<file path="src/rtl/tpkt_pkg.sv">
package tpkt_pkg;
  localparam int unsigned PKT_W  = 8;
  localparam int unsigned BEAT_W = PKT_W / 2;
  localparam int unsigned STAT_W = 3;

  typedef struct packed {
    logic             brst;
    logic [PKT_W-1:0] data;
  } tpkt_entry_t;
endpackage

</file>
<file path="src/rtl/tpkt_fifo.sv">
module tpkt_fifo
  import tpkt_pkg::*;
#(
  parameter int unsigned DEPTH = 10
) (
  input  logic        clk,
  input  logic        rst_n,
  input  logic        wr_req,
  input  tpkt_entry_t wr_ent,
  input  logic        rd_ack,
  output tpkt_entry_t head,
  output logic        empty,
  output logic        full
);
  localparam int unsigned PW = (DEPTH > 1) ? $clog2(DEPTH) : 1;
  localparam int unsigned CW = $clog2(DEPTH + 1);

  logic [PW-1:0] wr_ptr_q, wr_ptr_d, rd_ptr_q, rd_ptr_d;
  logic [CW-1:0] cnt_q, cnt_d;
  logic          wr_en, rd_en;
  tpkt_entry_t   mem [DEPTH];

  assign empty = (cnt_q == '0);
  assign full  = (cnt_q == CW'(DEPTH));
  assign head  = mem[rd_ptr_q];

  always_comb begin
    wr_en    = wr_req && !full;
    rd_en    = rd_ack && !empty;
    wr_ptr_d = wr_ptr_q;
    rd_ptr_d = rd_ptr_q;
    cnt_d    = cnt_q;
    if (wr_en) begin
      wr_ptr_d = (wr_ptr_q == PW'(DEPTH - 1)) ? '0 : wr_ptr_q + 1'b1;
    end
    if (rd_en) begin
      rd_ptr_d = (rd_ptr_q == PW'(DEPTH - 1)) ? '0 : rd_ptr_q + 1'b1;
    end
    case ({wr_en, rd_en})
      2'b10:   cnt_d = cnt_q + 1'b1;
      2'b01:   cnt_d = cnt_q - 1'b1;
      default: cnt_d = cnt_q;
    endcase
  end

  always_ff @(posedge clk or negedge rst_n) begin
    if (!rst_n) begin
      wr_ptr_q <= '0;
      rd_ptr_q <= '0;
      cnt_q    <= '0;
    end else begin
      wr_ptr_q <= wr_ptr_d;
      rd_ptr_q <= rd_ptr_d;
      cnt_q    <= cnt_d;
    end
  end

  for (genvar i = 0; i < DEPTH; i++) begin : g_slot
    logic slot_we;
    assign slot_we = wr_en && (wr_ptr_q == PW'(i));
    always_ff @(posedge clk or negedge rst_n) begin
      if (!rst_n) begin
        mem[i] <= '0;
      end else if (slot_we) begin
        mem[i] <= wr_ent;
      end
    end
  end

  // occupancy never exceeds the depth
  p_cnt_bound_r6: assert property (@(posedge clk) disable iff (!rst_n)
    cnt_q <= CW'(DEPTH));

  // a refused write leaves the FIFO full and its head untouched
  p_no_overflow_r7: assert property (@(posedge clk) disable iff (!rst_n)
    (full && wr_req && !rd_ack) |=> (full && $stable(head)));

  // the reader never consumes from an empty FIFO
  p_no_underflow_r9: assert property (@(posedge clk) disable iff (!rst_n)
    rd_ack |-> !empty);
endmodule

</file>
<file path="src/rtl/tpkt_beat_gen.sv">
module tpkt_beat_gen (
  input  logic clk,
  input  logic rst_n,
  input  logic half_rate,
  output logic beat_en
);
  logic tgl_q, tgl_d;

  always_comb begin
    tgl_d   = half_rate && !tgl_q;
    beat_en = !half_rate || tgl_q;
  end

  always_ff @(posedge clk or negedge rst_n) begin
    if (!rst_n) begin
      tgl_q <= 1'b0;
    end else begin
      tgl_q <= tgl_d;
    end
  end

  // in half-rate mode a beat is never followed by another beat
  p_half_alt_r5: assert property (@(posedge clk) disable iff (!rst_n)
    (half_rate && beat_en) |=> (!half_rate || !beat_en));

  // in half-rate mode an idle clock is always followed by a beat
  p_half_gap_r5: assert property (@(posedge clk) disable iff (!rst_n)
    (half_rate && !beat_en) |=> beat_en);
endmodule

</file>
<file path="src/rtl/tpkt_serializer.sv">
module tpkt_serializer
  import tpkt_pkg::*;
(
  input  logic              clk,
  input  logic              rst_n,
  input  logic              beat_en,
  input  logic [STAT_W-1:0] stat_in,
  input  tpkt_entry_t       head,
  input  logic              empty,
  output logic              rd_ack,
  output logic [BEAT_W-1:0] nib_o,
  output logic [STAT_W-1:0] stat_o,
  output logic              sync_o
);
  logic              phase_q, phase_d;
  logic [BEAT_W-1:0] nib_q, nib_d;
  logic [STAT_W-1:0] stat_q, stat_d;
  logic              sync_q, sync_d;

  always_comb begin
    phase_d = phase_q;
    nib_d   = nib_q;
    stat_d  = stat_q;
    sync_d  = sync_q;
    rd_ack  = 1'b0;
    if (beat_en) begin
      stat_d = stat_in;
      if (!phase_q) begin
        if (!empty) begin
          nib_d   = head.data[BEAT_W-1:0];
          sync_d  = head.brst;
          phase_d = 1'b1;
        end else begin
          nib_d  = '0;
          sync_d = 1'b0;
        end
      end else begin
        nib_d   = head.data[PKT_W-1:BEAT_W];
        sync_d  = head.brst;
        phase_d = 1'b0;
        rd_ack  = 1'b1;
      end
    end
  end

  always_ff @(posedge clk or negedge rst_n) begin
    if (!rst_n) begin
      phase_q <= 1'b0;
      nib_q   <= '0;
      stat_q  <= '0;
      sync_q  <= 1'b0;
    end else begin
      phase_q <= phase_d;
      nib_q   <= nib_d;
      stat_q  <= stat_d;
      sync_q  <= sync_d;
    end
  end

  assign nib_o  = nib_q;
  assign stat_o = stat_q;
  assign sync_o = sync_q;

  // the high-nibble beat always has a packet at the head
  p_phase_head_r1: assert property (@(posedge clk) disable iff (!rst_n)
    phase_q |-> !empty);

  // the second beat of a packet keeps the sync level of the first
  p_sync_pair_r2: assert property (@(posedge clk) disable iff (!rst_n)
    (beat_en && phase_q) |=> $stable(sync_o));

  // an empty start beat drives a zero nibble and no sync
  p_empty_zero_r4: assert property (@(posedge clk) disable iff (!rst_n)
    (beat_en && !phase_q && empty) |=> (nib_o == '0 && !sync_o));

  // the port outputs hold between beats
  p_hold_r5: assert property (@(posedge clk) disable iff (!rst_n)
    !beat_en |=> ($stable(nib_o) && $stable(sync_o) && $stable(stat_o)));
endmodule

</file>
<file path="src/rtl/tpkt_formatter.sv">
module tpkt_formatter
  import tpkt_pkg::*;
#(
  parameter int unsigned DEPTH = 10
) (
  input  logic              clk,
  input  logic              rst_n,
  input  logic              pkt_valid,
  input  logic [PKT_W-1:0]  pkt_byte,
  input  logic              pkt_brst,
  input  logic [STAT_W-1:0] pipe_stat,
  input  logic              half_rate,
  output logic [BEAT_W-1:0] trc_nibble,
  output logic [STAT_W-1:0] trc_stat,
  output logic              trc_sync,
  output logic              fifo_full
);
  tpkt_entry_t wr_ent, head;
  logic        empty, rd_ack, beat_en;

  assign wr_ent.brst = pkt_brst;
  assign wr_ent.data = pkt_byte;

  tpkt_fifo #(.DEPTH(DEPTH)) u_fifo (
    .clk    (clk),
    .rst_n  (rst_n),
    .wr_req (pkt_valid),
    .wr_ent (wr_ent),
    .rd_ack (rd_ack),
    .head   (head),
    .empty  (empty),
    .full   (fifo_full)
  );

  tpkt_beat_gen u_beat (
    .clk       (clk),
    .rst_n     (rst_n),
    .half_rate (half_rate),
    .beat_en   (beat_en)
  );

  tpkt_serializer u_ser (
    .clk     (clk),
    .rst_n   (rst_n),
    .beat_en (beat_en),
    .stat_in (pipe_stat),
    .head    (head),
    .empty   (empty),
    .rd_ack  (rd_ack),
    .nib_o   (trc_nibble),
    .stat_o  (trc_stat),
    .sync_o  (trc_sync)
  );
endmodule

</file>
<file path="config.mk">
export PLATFORM = sky130hd
export DESIGN_NAME = tpkt_formatter
export DESIGN_NICKNAME = d
export VERILOG_FILES = /design/src/rtl/tpkt_pkg.sv /design/src/rtl/tpkt_fifo.sv /design/src/rtl/tpkt_beat_gen.sv /design/src/rtl/tpkt_serializer.sv /design/src/rtl/tpkt_formatter.sv
export SDC_FILE = /design/constraint.sdc
export NUM_CORES = 1
export LEC_CHECK = 0
export BUFFER_PORTS_ARGS = -buffer_cell sky130_fd_sc_hd__buf_4
export CAP_MARGIN = 20
export CORE_MARGIN = 2
export CORE_UTILIZATION = 55
export CTS_CLUSTER_SIZE = 25
export DETAILED_ROUTE_END_ITERATION = 8
export PLACE_DENSITY = 0.8
export SYNTH_ARGS = -nofsm -noshare
export SYNTH_HDL_FRONTEND = slang
export SYNTH_HIERARCHICAL = 1
export SYNTH_SLANG_ARGS = --single-unit
</file>
<file path="constraint.sdc">
create_clock -name clk -period 3.2 [get_ports clk]
set_clock_uncertainty 0.05 [all_clocks]
set_input_delay 0.64 -clock clk [delete_from_list [all_inputs] [get_ports clk]]
set_output_delay 0.64 -clock clk [all_outputs]
set_load 0.02 [all_outputs]
</file>
# Word level (Yosys, flattened, before mapping)
# Index checks and enable logic that the tools add are counted.
dict set report word_totals {
  ff_bits 112
  output_inout_bits 9
  elab_cells 82
  input_bits 16
}
dict set report op_classes {
  n_mux 14
  n_lt_le_gt_ge 1
  reduce_logical 21
  bitwise 1
  n_addsub 4
  eq_ne 13
}
# cell count
set ops {}
lappend ops {{$bmux W9 S4} 1}
lappend ops {{$mux W9} 2}
lappend ops {{$eq A4 B3 Y1 const B} 4}
lappend ops {{$eq A4 B4 Y1 const B} 4}
lappend ops {{$mux W4} 4}
lappend ops {{$logic_and A1 B1 Y1} 13}
lappend ops {{$add A4 B1 Y4 const B} 3}
lappend ops {{$eq A4 B2 Y1 const B} 2}
lappend ops {{$logic_not A4 Y1} 2}
lappend ops {{$pmux W4 S2} 1}
lappend ops {{$mux W1} 6}
lappend ops {{$ge A5 B5 Y1 const B} 1}
lappend ops {{$not A4 Y5} 1}
lappend ops {{$eq A4 B1 Y1 const B} 1}
lappend ops {{$logic_not A1 Y1} 4}
lappend ops {{$sub A4 B1 Y4 const B} 1}
lappend ops {{$eq A2 B1 Y1 const B} 1}
lappend ops {{$eq A2 B2 Y1 const B} 1}
lappend ops {{$reduce_bool A2 Y1} 1}
lappend ops {{$logic_or A1 B1 Y1} 1}

# Longest topological paths before layout
# Gate-level depths: netlist of the first run.
dict set report depth {
  depth_word 6
  mapped_depth 12
  ltp_nobuf 9
}

# By module
# Netlist of the first run, hierarchy kept.
# module seq_area_each_um2 n_inst area_per_inst_um2 cells_each
set by_module_without_submodules {}
lappend by_module_without_submodules {tpkt_fifo 2552.4 1 4982.3 357}
lappend by_module_without_submodules {tpkt_serializer 225.2 1 414.1 37}
lappend by_module_without_submodules {tpkt_beat_gen 25.0 1 37.5 3}

# Least setup slack after synthesis of the first run
# Ideal clock, no wire load.
dict set report synth_path {
  kind {input to register}
  from {input half_rate}
  to {register u_fifo.cnt_q[3]}
  slack_ps 394
  cell_stages 11
  n_path_buf 3
  required_time_ps 3034
  arrival_time_ps 2641
  setup_time_ps 116
  path_cell_list {nand2b_1 -> clkbuf_1 -> buf_4 -> and2_1 -> nor2b_1 -> clkbuf_1 -> ha_1 -> ha_1 -> a21oi_1 -> o21ai_0 -> o311ai_0}
}
dict set report synth_via {
  elab_chain_len 6
  word_cells_on_any_way 8
  cone_classes {eq/ne: 2; mux: 2; reduce/logical: 4}
}
# item line_no
set synth_rtl {}
lappend synth_rtl {{start, declared} tpkt_formatter.sv:12} ;# input logic half_rate,
lappend synth_rtl {{$logic_not A1 Y1 *} tpkt_beat_gen.sv:11} ;# beat_en = !half_rate || tgl_q;
lappend synth_rtl {{$logic_or A1 B1 Y1 *} tpkt_beat_gen.sv:11}
lappend synth_rtl {{$mux W1 *} tpkt_serializer.sv:26} ;# if (beat_en) begin
lappend synth_rtl {{net rd_ack} tpkt_formatter.sv:19} ;# logic empty, rd_ack, beat_en;
lappend synth_rtl {{$logic_and A1 B1 Y1 *} tpkt_fifo.sv:29} ;# rd_en = rd_ack && !empty;
lappend synth_rtl {{net u_fifo.rd_en} tpkt_fifo.sv:20} ;# logic wr_en, rd_en;
lappend synth_rtl {{$eq A2 B1 Y1 / $eq A2 B2 Y1 (equally long branches)} tpkt_fifo.sv:39} ;# case ({wr_en, rd_en})
lappend synth_rtl {{$pmux W4 S2 / $reduce_bool A2 Y1 (equally long branches)} -}
lappend synth_rtl {{end signal, assigned} tpkt_fifo.sv:54} ;# cnt_q <= cnt_d;
lappend synth_rtl {{end, declared} tpkt_fifo.sv:19} ;# logic [CW-1:0] cnt_q, cnt_d;
# Mark *: on every way through the listed nets, which the timed path passes. The rest lies on a longest branch.
# A chain may end at the register's enable or synchronous reset.

# Final worst setup path of the first run
dict set report layout_path {
  from {register u_fifo.cnt_q[0]}
  to {register u_fifo.cnt_q[3]}
}
dict set report layout_via {
  elab_chain_len 5
  word_cells_on_any_way 12
  cone_classes {add/sub: 2; eq/ne: 3; mux: 1; reduce/logical: 6}
}
# item line_no
set layout_rtl {}
lappend layout_rtl {{$logic_not A4 Y1 *} tpkt_fifo.sv:23} ;# assign empty = (cnt_q == '0);
lappend layout_rtl {{net empty} tpkt_formatter.sv:19}
lappend layout_rtl {{$logic_not A1 Y1 *} -}
lappend layout_rtl {{$logic_and A1 B1 Y1 *} tpkt_fifo.sv:29}
lappend layout_rtl {{$eq A2 B1 Y1 / $eq A2 B2 Y1 (equally long branches)} tpkt_fifo.sv:39}
lappend layout_rtl {{$pmux W4 S2 / $reduce_bool A2 Y1 (equally long branches)} -}
# Marked as above.

==> metrics.md, run 1 <==
| Metric | Value |
|---|---|
| Status | complete, no violations |
| Yosys warns | 6 |
| Pre-CTS WS | 0.487 ns |
| DRT antenna net count | 0 |
| Fin crit period | 2.59 ns |
| Number of synthesized flops with an enable pin | 0 |
| Final #Nets | 428 |
| Vias | 3185 |
| Vias in the first global route | roughly 3200 |
| Max Slew Vio Count | 0 |
| Worst slew margin | between 40% and 50% |
| Die width | 103 µm |
| Max IR drop VDD | 0.000399 V |
| Synth Instances | 397 |
| TritonCTS clock tree | yes |
| Initial Util | 56.1% |
| CP Max Fanout | 8 |
| FF+latch count, synth | between 100 and 150 |
| Clock sink count | between 100 and 150 |
| Clk buf depth | 2 |
| Area delta synth->final | 8.15% |
| DRC Markers | 0 |
| Slowest cell on the critical path | dfrtp_1 |
| Height of the die | 103 µm |
| Clock slew at reported path FFs | around 0.10 ns |
| Nature of the critical path endpoint | flip-flop |
| CP arrival | 2.80 ns |
| PD cells | 1000 nW/µm² |
| Fin crit share | 81.1% |
| Final hold slack | about 0.2 ns |
| Synth Area per Inst | 13.7 µm² |
| Post-synth top flop | dfrtp_1 |
| Post-synth ARST share | between 90% and 100% |
| I/O pins | 25 |
| Final hold violations | 0 |
| DRT Pass-1 Iters | 4 |
| Max-Cap Viols | 0 |
| Critical Path, Cell by Cell | nor4_1, buf_4, nor2b_1, buf_4, ha_1, ha_1, a21oi_1, o21ai_0, o311ai_0 |
| # hold bufs at CTS | 0 |
| Gr ovfl total | 0 |
| Diodes inserted | 0 |
| Root Driver | clkbuf_8 |
| Syn Nets | 417 |
| Max Freq | 385 MHz |
| Worst setup margin | just over 0.6 ns |
| Endpoints failing setup | 0 |
| Top Family by Delay on Critical Path | compound AO/OA/AOI/OAI gates |
| Critical Path RT | 3.40 ns |
| Port Buffers | 24 |
| Critical path launch point type | flip-flop |
| Cell Rows | 36 |
| First-pass GRT wire length | 17.9 mm |
| Post-DP HPWL | a little over 7 mm |
| Setup TNS | 0 ns |
| Crit path largest cell delay | about 0.44 ns |
| Crit Path Class | flip-flop to flip-flop |
| WL/cell | 20.3 µm |
| GPL Wtd Cong | 0.834 |
| Core box area | 9680 µm² |
| Synth Cell Area | 5430 µm² |
| Resized Gates After CTS | 0 |
| Initial antenna violation count | 0 |
| Vias/cell | 5.84 |
| Fill count | around 740 |
| CTS buffer count | 9 |
| RSZ-0062 raised after global routing | false |
| Post-synthesis sequential area ratio | between 50% and 60% |
| Yosys top cell area share | around half |
| Post-synth cell types | between 40 and 50 |
| Hold Crit Class | primary input to async pin |
| WP buf/inv | 2 |
| Layout cell share with drive strength beyond 1 | between 30% and 40% |
| Gr usage total | a little under a quarter |
| Area contributors post-synth | dfrtp_1 (52%), mux2_2 (11%), mux2_4 (7.5%), mux2_1 (7.0%), mux4_2 (3.7%) |
| Die area | about 11000 µm² |
| Routed WL | 11.1 mm |
| Largest area contributor in the netlist | dfrtp_1 |
| P_leak | 2.66 nW |
| Post-CTS Setup Inserts | 0 |
| Largest net degree at the start of global routing | 46 |
| Worst Tran Pin Value | 0.842 ns |
| Initial drt markers | ~180 |
| H-tree depth | 3 |
| Worst skew pair latency | around 0.37 ns |
-- metrics by stage --
| stage | instances | area [µm²] | util (%) | power, mW |
|---|---|---|---|---|
| floorplan | 397 | 5430 | - | 4.43 |
| global placement | 530 | 5680 | 58.7 | 4.92 |
| detailed placement | 530 | 5680 | 58.7 | 5.06 |
| CTS | 545 | 5880 | 60.7 | 5.92 |
| global route | 545 | 5880 | 60.7 | 6.27 |
| finish | 545 | 5880 | 60.7 | 5.89 |
-- Yosys cell counts (2+ instances only) --
cell,count
a21oi_1,2
a22o_1,2
a31oi_1,4
buf_1,12
buf_2,9
buf_4,3
buf_6,3
clkbuf_1,7
dfrtp_1,112
ha_1,3
inv_1,7
mux2_1,34
mux2_2,52
mux2_4,27
mux2i_1,10
mux4_2,9
nand2_1,11
nand2b_1,4
nand3_1,2
nand3b_1,2
nand4_1,2
nor2_1,17
nor2b_1,5
nor3_1,2
nor3b_1,2
nor4_1,2
o21ai_0,4
o22ai_1,9
o32ai_1,9
or3_1,3
or3b_1,5
or4_4,2
xnor2_1,3
xor2_1,3
-- kinds of logic (layout without fill, tap and decap cells) --
group                    Yosys count  after routing  synth area share [%]
AND/OR/NAND/NOR                   68             68                  7.46
multiplexers                     132            132                  30.9
buffers and inverters             41             56                  3.66
adder cells (fa/ha/maj)            4              4                  1.06
XOR/XNOR                           6              6                 0.967
flip-flops                       112            112                  51.6
AO/OA/AOI/OAI                     34             34                  4.42
-- layout by cell type (no fill, tap or decap), types with 7 or more instances in the layout --
master	instances
dfrtp_1	111
o32ai_1	9
nand2_1	11
mux4_2	9
mux2_4	27
mux2_1	34
o22ai_1	9
mux2_2	52
mux2i_1	10
inv_1	7
clkbuf_8	9
nor2_1	17
buf_4	34
-- worst register-to-register path, stage by stage (launching register included) --
cell and delay (ns):
dfrtp_1 0.44, nor4_1 0.32, buf_4 0.21, nor2b_1 0.05, buf_4 0.15, ha_1 0.27, ha_1 0.30, a21oi_1 0.22
o21ai_0 0.13, o311ai_0 0.33
-- sequential cells by signal, summed over array words and instances (netlist names) --
name	count
u_ser/phase_q	1
u_fifo/cnt_q	4
u_beat/tgl_q	1
u_fifo/mem	90
u_fifo/wr_ptr_q	4
u_fifo/rd_ptr_q	4
u_ser/nib_o	4
u_ser/sync_o	1
u_ser/stat_o	3
-- metal layers --
| layer | global-route usage (%) | part of all wire (%) | vias up |
|---|---|---|---|
| met3 | 4.30 | 8.0 | 14 |
| met5 | 0 | 0 | - |
| met2 | 34.4 | 47 | 93 |
| met1 | 34.1 | 44 | 1626 |
| li1 | - | - | 1452 |
| met4 | 7.19 | 1.5 | 0 |
-- cell type report --
class | instances | area [µm²] | area share (%)
timing repair buffer | 34 | 255 | 4.34
clock buffer | 9 | 124 | 2.11
clock inverter | 6 | 68.8 | 1.17
inverter | 7 | 26.3 | 0.447
sequential | 112 | 2800 | 47.7
multi-input combinational | 244 | 2430 | 41.4
tap | 133 | 166 | 2.83
-- path summary, 6_finish.rpt --
path                                        end  slack [ns]  cells after the start             from
worst min-delay path             u_fifo/mem[50]        0.20                      1            rst_n
worst max-delay path            u_fifo/cnt_q[3]        0.61                      9  u_fifo/cnt_q[0]
max in group asynchronous        u_fifo/mem[31]        2.12                      2            rst_n
min in group clk                   u_beat/tgl_q        0.38                      1     u_beat/tgl_q
worst min register to register     u_beat/tgl_q        0.38                      1     u_beat/tgl_q
worst max register to register  u_fifo/cnt_q[3]        0.61                      9  u_fifo/cnt_q[0]
-- power by group --
part | leakage (nW) | internal, mW | switching (mW) | total, mW
Sequential | 1.36 | 2.09 | 0.509 | 2.59
Clock | 0.0961 | 0.364 | 0.478 | 0.842
Combinational | 1.20 | 1.40 | 1.05 | 2.45
No activity file was read; power rests on OpenSTA's default activity.
==> run 2: changes to the inputs <==
--- a/config.mk
+++ b/config.mk
@@ -11,7 +11,7 @@
 export CORE_UTILIZATION = 55
 export CTS_CLUSTER_SIZE = 25
 export DETAILED_ROUTE_END_ITERATION = 8
-export PLACE_DENSITY = 0.8
+export PLACE_DENSITY = 0.82
 export SYNTH_ARGS = -nofsm -noshare
 export SYNTH_HDL_FRONTEND = slang
 export SYNTH_HIERARCHICAL = 1
==> constraint.sdc (replaced) <==
create_clock -name clk -period 2.2 [get_ports clk]
set_clock_uncertainty 0.05 [all_clocks]
set_input_delay 0.44 -clock clk [delete_from_list [all_inputs] [get_ports clk]]
set_output_delay 0.44 -clock clk [all_outputs]
set_load 0.02 [all_outputs]
==> run 2 against run 1 <==
  * Sequential power is 44% higher
  * Total power rose by 50%
  * Die area is the same
  * Via count rose by 4.3%
  * Highest routed layer unchanged
  * Fmax rose by 23%
  * Wire length increased by 3.2%
==> metrics.md, run 2 (synthesis results as in run 1) <==
| Metric | Value |
|---|---|
| Vias/cell | 5.83 |
| Overall power | 8.82 mW |
| Vias in the first global route | 3480 |
| Gr ovfl total | 0 |
| Reg with most FFs | u_fifo/mem |
| Largest net degree at the start of global routing | between 40 and 50 |
| Clock sink count | around 110 |
| Initial Util | a little under three fifths |
| Dpl cell area | 5930 µm² |
| Worst slew margin | 61.3% |
| Hold Crit Class | primary input to flip-flop |
| Worst skew pair latency | 0.37 ns |
| Fin crit period | 2.11 ns |
| Launch point of the worst path | u_fifo/cnt_q[0] |
| P_leak | 2.77 nW |
| Nature of the critical path endpoint | flip-flop |
| Gr usage total | 23.5% |
| Core box area | 9680 µm² |
| DRT antenna net count | 0 |
| RR Startpoint | u_fifo/cnt_q[0] |
| Cell Rows | 36 |
| Routed WL | around 11 mm |
| Max Freq | 473 MHz |
| Hold path start | pipe_stat[2] |
| Height of the die | between 100 and 150 µm |
| Vias | about 3300 |
| Status | complete, no violations |
| CP arrival | between 2 and 2.5 ns |
| Max IR drop VDD | 0.000614 V |
| H-tree depth | 3 |
| Commonest non-fill, non-tap cell in the layout | dfrtp_1 |
| Diodes inserted | 0 |
| Critical path launch point type | flip-flop |
| Crit Path Class | flip-flop to flip-flop |
| Final hold violations | 0 |
| Die width | 103 µm |
| Max Slew Vio Count | 0 |
| Post-DP HPWL | about 8.0 mm |
| Clk buf depth | 2 |
| CP Max Fanout | 8 |
| Root Driver | clkbuf_8 |
| TritonCTS clock tree | yes |
| Fill count | ~680 |
| CTS buffer count | 9 |
| First-pass GRT wire length | around 19 mm |
| DRC Markers | 0 |
| Area delta synth->final | 13.1% |
| Max-Cap Viols | 0 |
| Most frequent cells in the layout | dfrtp_1 (110), buf_4 (58), mux2_2 (52), mux2_1 (34), mux2_4 (27) |
| Largest register FFs | 90 |
| Design area | 6140 µm² |
| Critical Path RT | 2.40 ns |
| Initial antenna violation count | 0 |
| Fin crit share | a little over nine tenths |
| Worst Tran Pin Value | 0.581 ns |
| I/O pins | 25 |
| Endpoints failing setup | 0 |
| Die area | 10700 µm² |
| Final #Nets | 455 |
| WL/cell | 20.1 µm |
| Port Buffers | 24 |
| Clock slew at reported path FFs | roughly 0.1 ns |
| Layout cell share with drive strength beyond 1 | 40.7% |
| DRT Pass-1 Iters | 6 |
| GPL Wtd Cong | 0.845 |
| PD cells | approximately 1400 nW/µm² |
| Initial drt markers | between 150 and 200 |
==> run 2: through the flow <==
step | cells | util, % | hold WS [ns] | setup WS (ns) | setup TNS, ns
CTS | 566 | 62.9 | 0.237 | 0.0119 | 0
global placement | 552 | 61.2 | 0.369 | 0.122 | 0
floorplan | 397 | - | 0.0944 | -0.0777 | -0.0777
detailed placement | 552 | 61.2 | 0.372 | 0.0204 | 0
finish | 570 | 63.4 | 0.249 | 0.0851 | 0
global route | 570 | 63.4 | 0.240 | -0.00443 | -0.00443
==> run 2: report_power, final <==
part / internal [mW] / leakage, nW / switching [mW] / total, mW
combinational: 2.32 / 1.34 / 1.73 / 4.05
sequential: 3.04 / 1.36 / 0.685 / 3.72
clock: 0.394 / 0.0663 / 0.646 / 1.04
==> run 2: path summary, 6_finish.rpt <==
check / endpoint / cells after the start / slack (ns)
worst max-delay path: u_fifo/cnt_q[3] / 8 / 0.09
worst min-delay path: u_ser/stat_o[2] / 2 / 0.25
worst max register to register: u_fifo/cnt_q[3] / 8 / 0.09
worst min register to register: u_beat/tgl_q / 1 / 0.40
max in group asynchronous: u_fifo/cnt_q[1] / 3 / 1.02
min in group asynchronous: u_fifo/mem[50] / 2 / 0.50
==> run 2: area by class of cell <==
class | count | area (µm²) | share of cell area (%)
Tap cell | 133 | 166 | 2.71
Clock inverter | 3 | 22.5 | 0.367
Sequential cell | 112 | 2810 | 45.7
Clock buffer | 10 | 128 | 2.08
Timing Repair Buffer | 61 | 485 | 7.90
Multi-Input combinational cell | 244 | 2510 | 40.9
Inverter | 7 | 26.3 | 0.428
==> run 2: repair_timing <==
item / in CTS / in global routing
hold endpoints to repair: 30 / 0
setup endpoints to repair: 0 / 11
hold buffers: 1 / 0
setup buffers: 0 / 4
gates resized for setup: 0 / 5
==> run 2: metal layers <==
metal  wire length [µm]  vias to the layer above  GRT usage, %
met5                  0                        -             0
met4                242                        0          10.3
met3                353                       23          2.96
met2               5590                       63          37.3
met1               5240                     1738          32.9
li1                   -                     1499             -
==> run 2: critical path, cell delays in order, from the launching register on <==
cell	delay (ns)
dfrtp_1	0.44
nand4bb_2	0.36
nand2_4	0.18
ha_4	0.21
ha_4	0.15
inv_1	0.04
or3_1	0.35
nand4b_1	0.11
o311ai_1	0.10
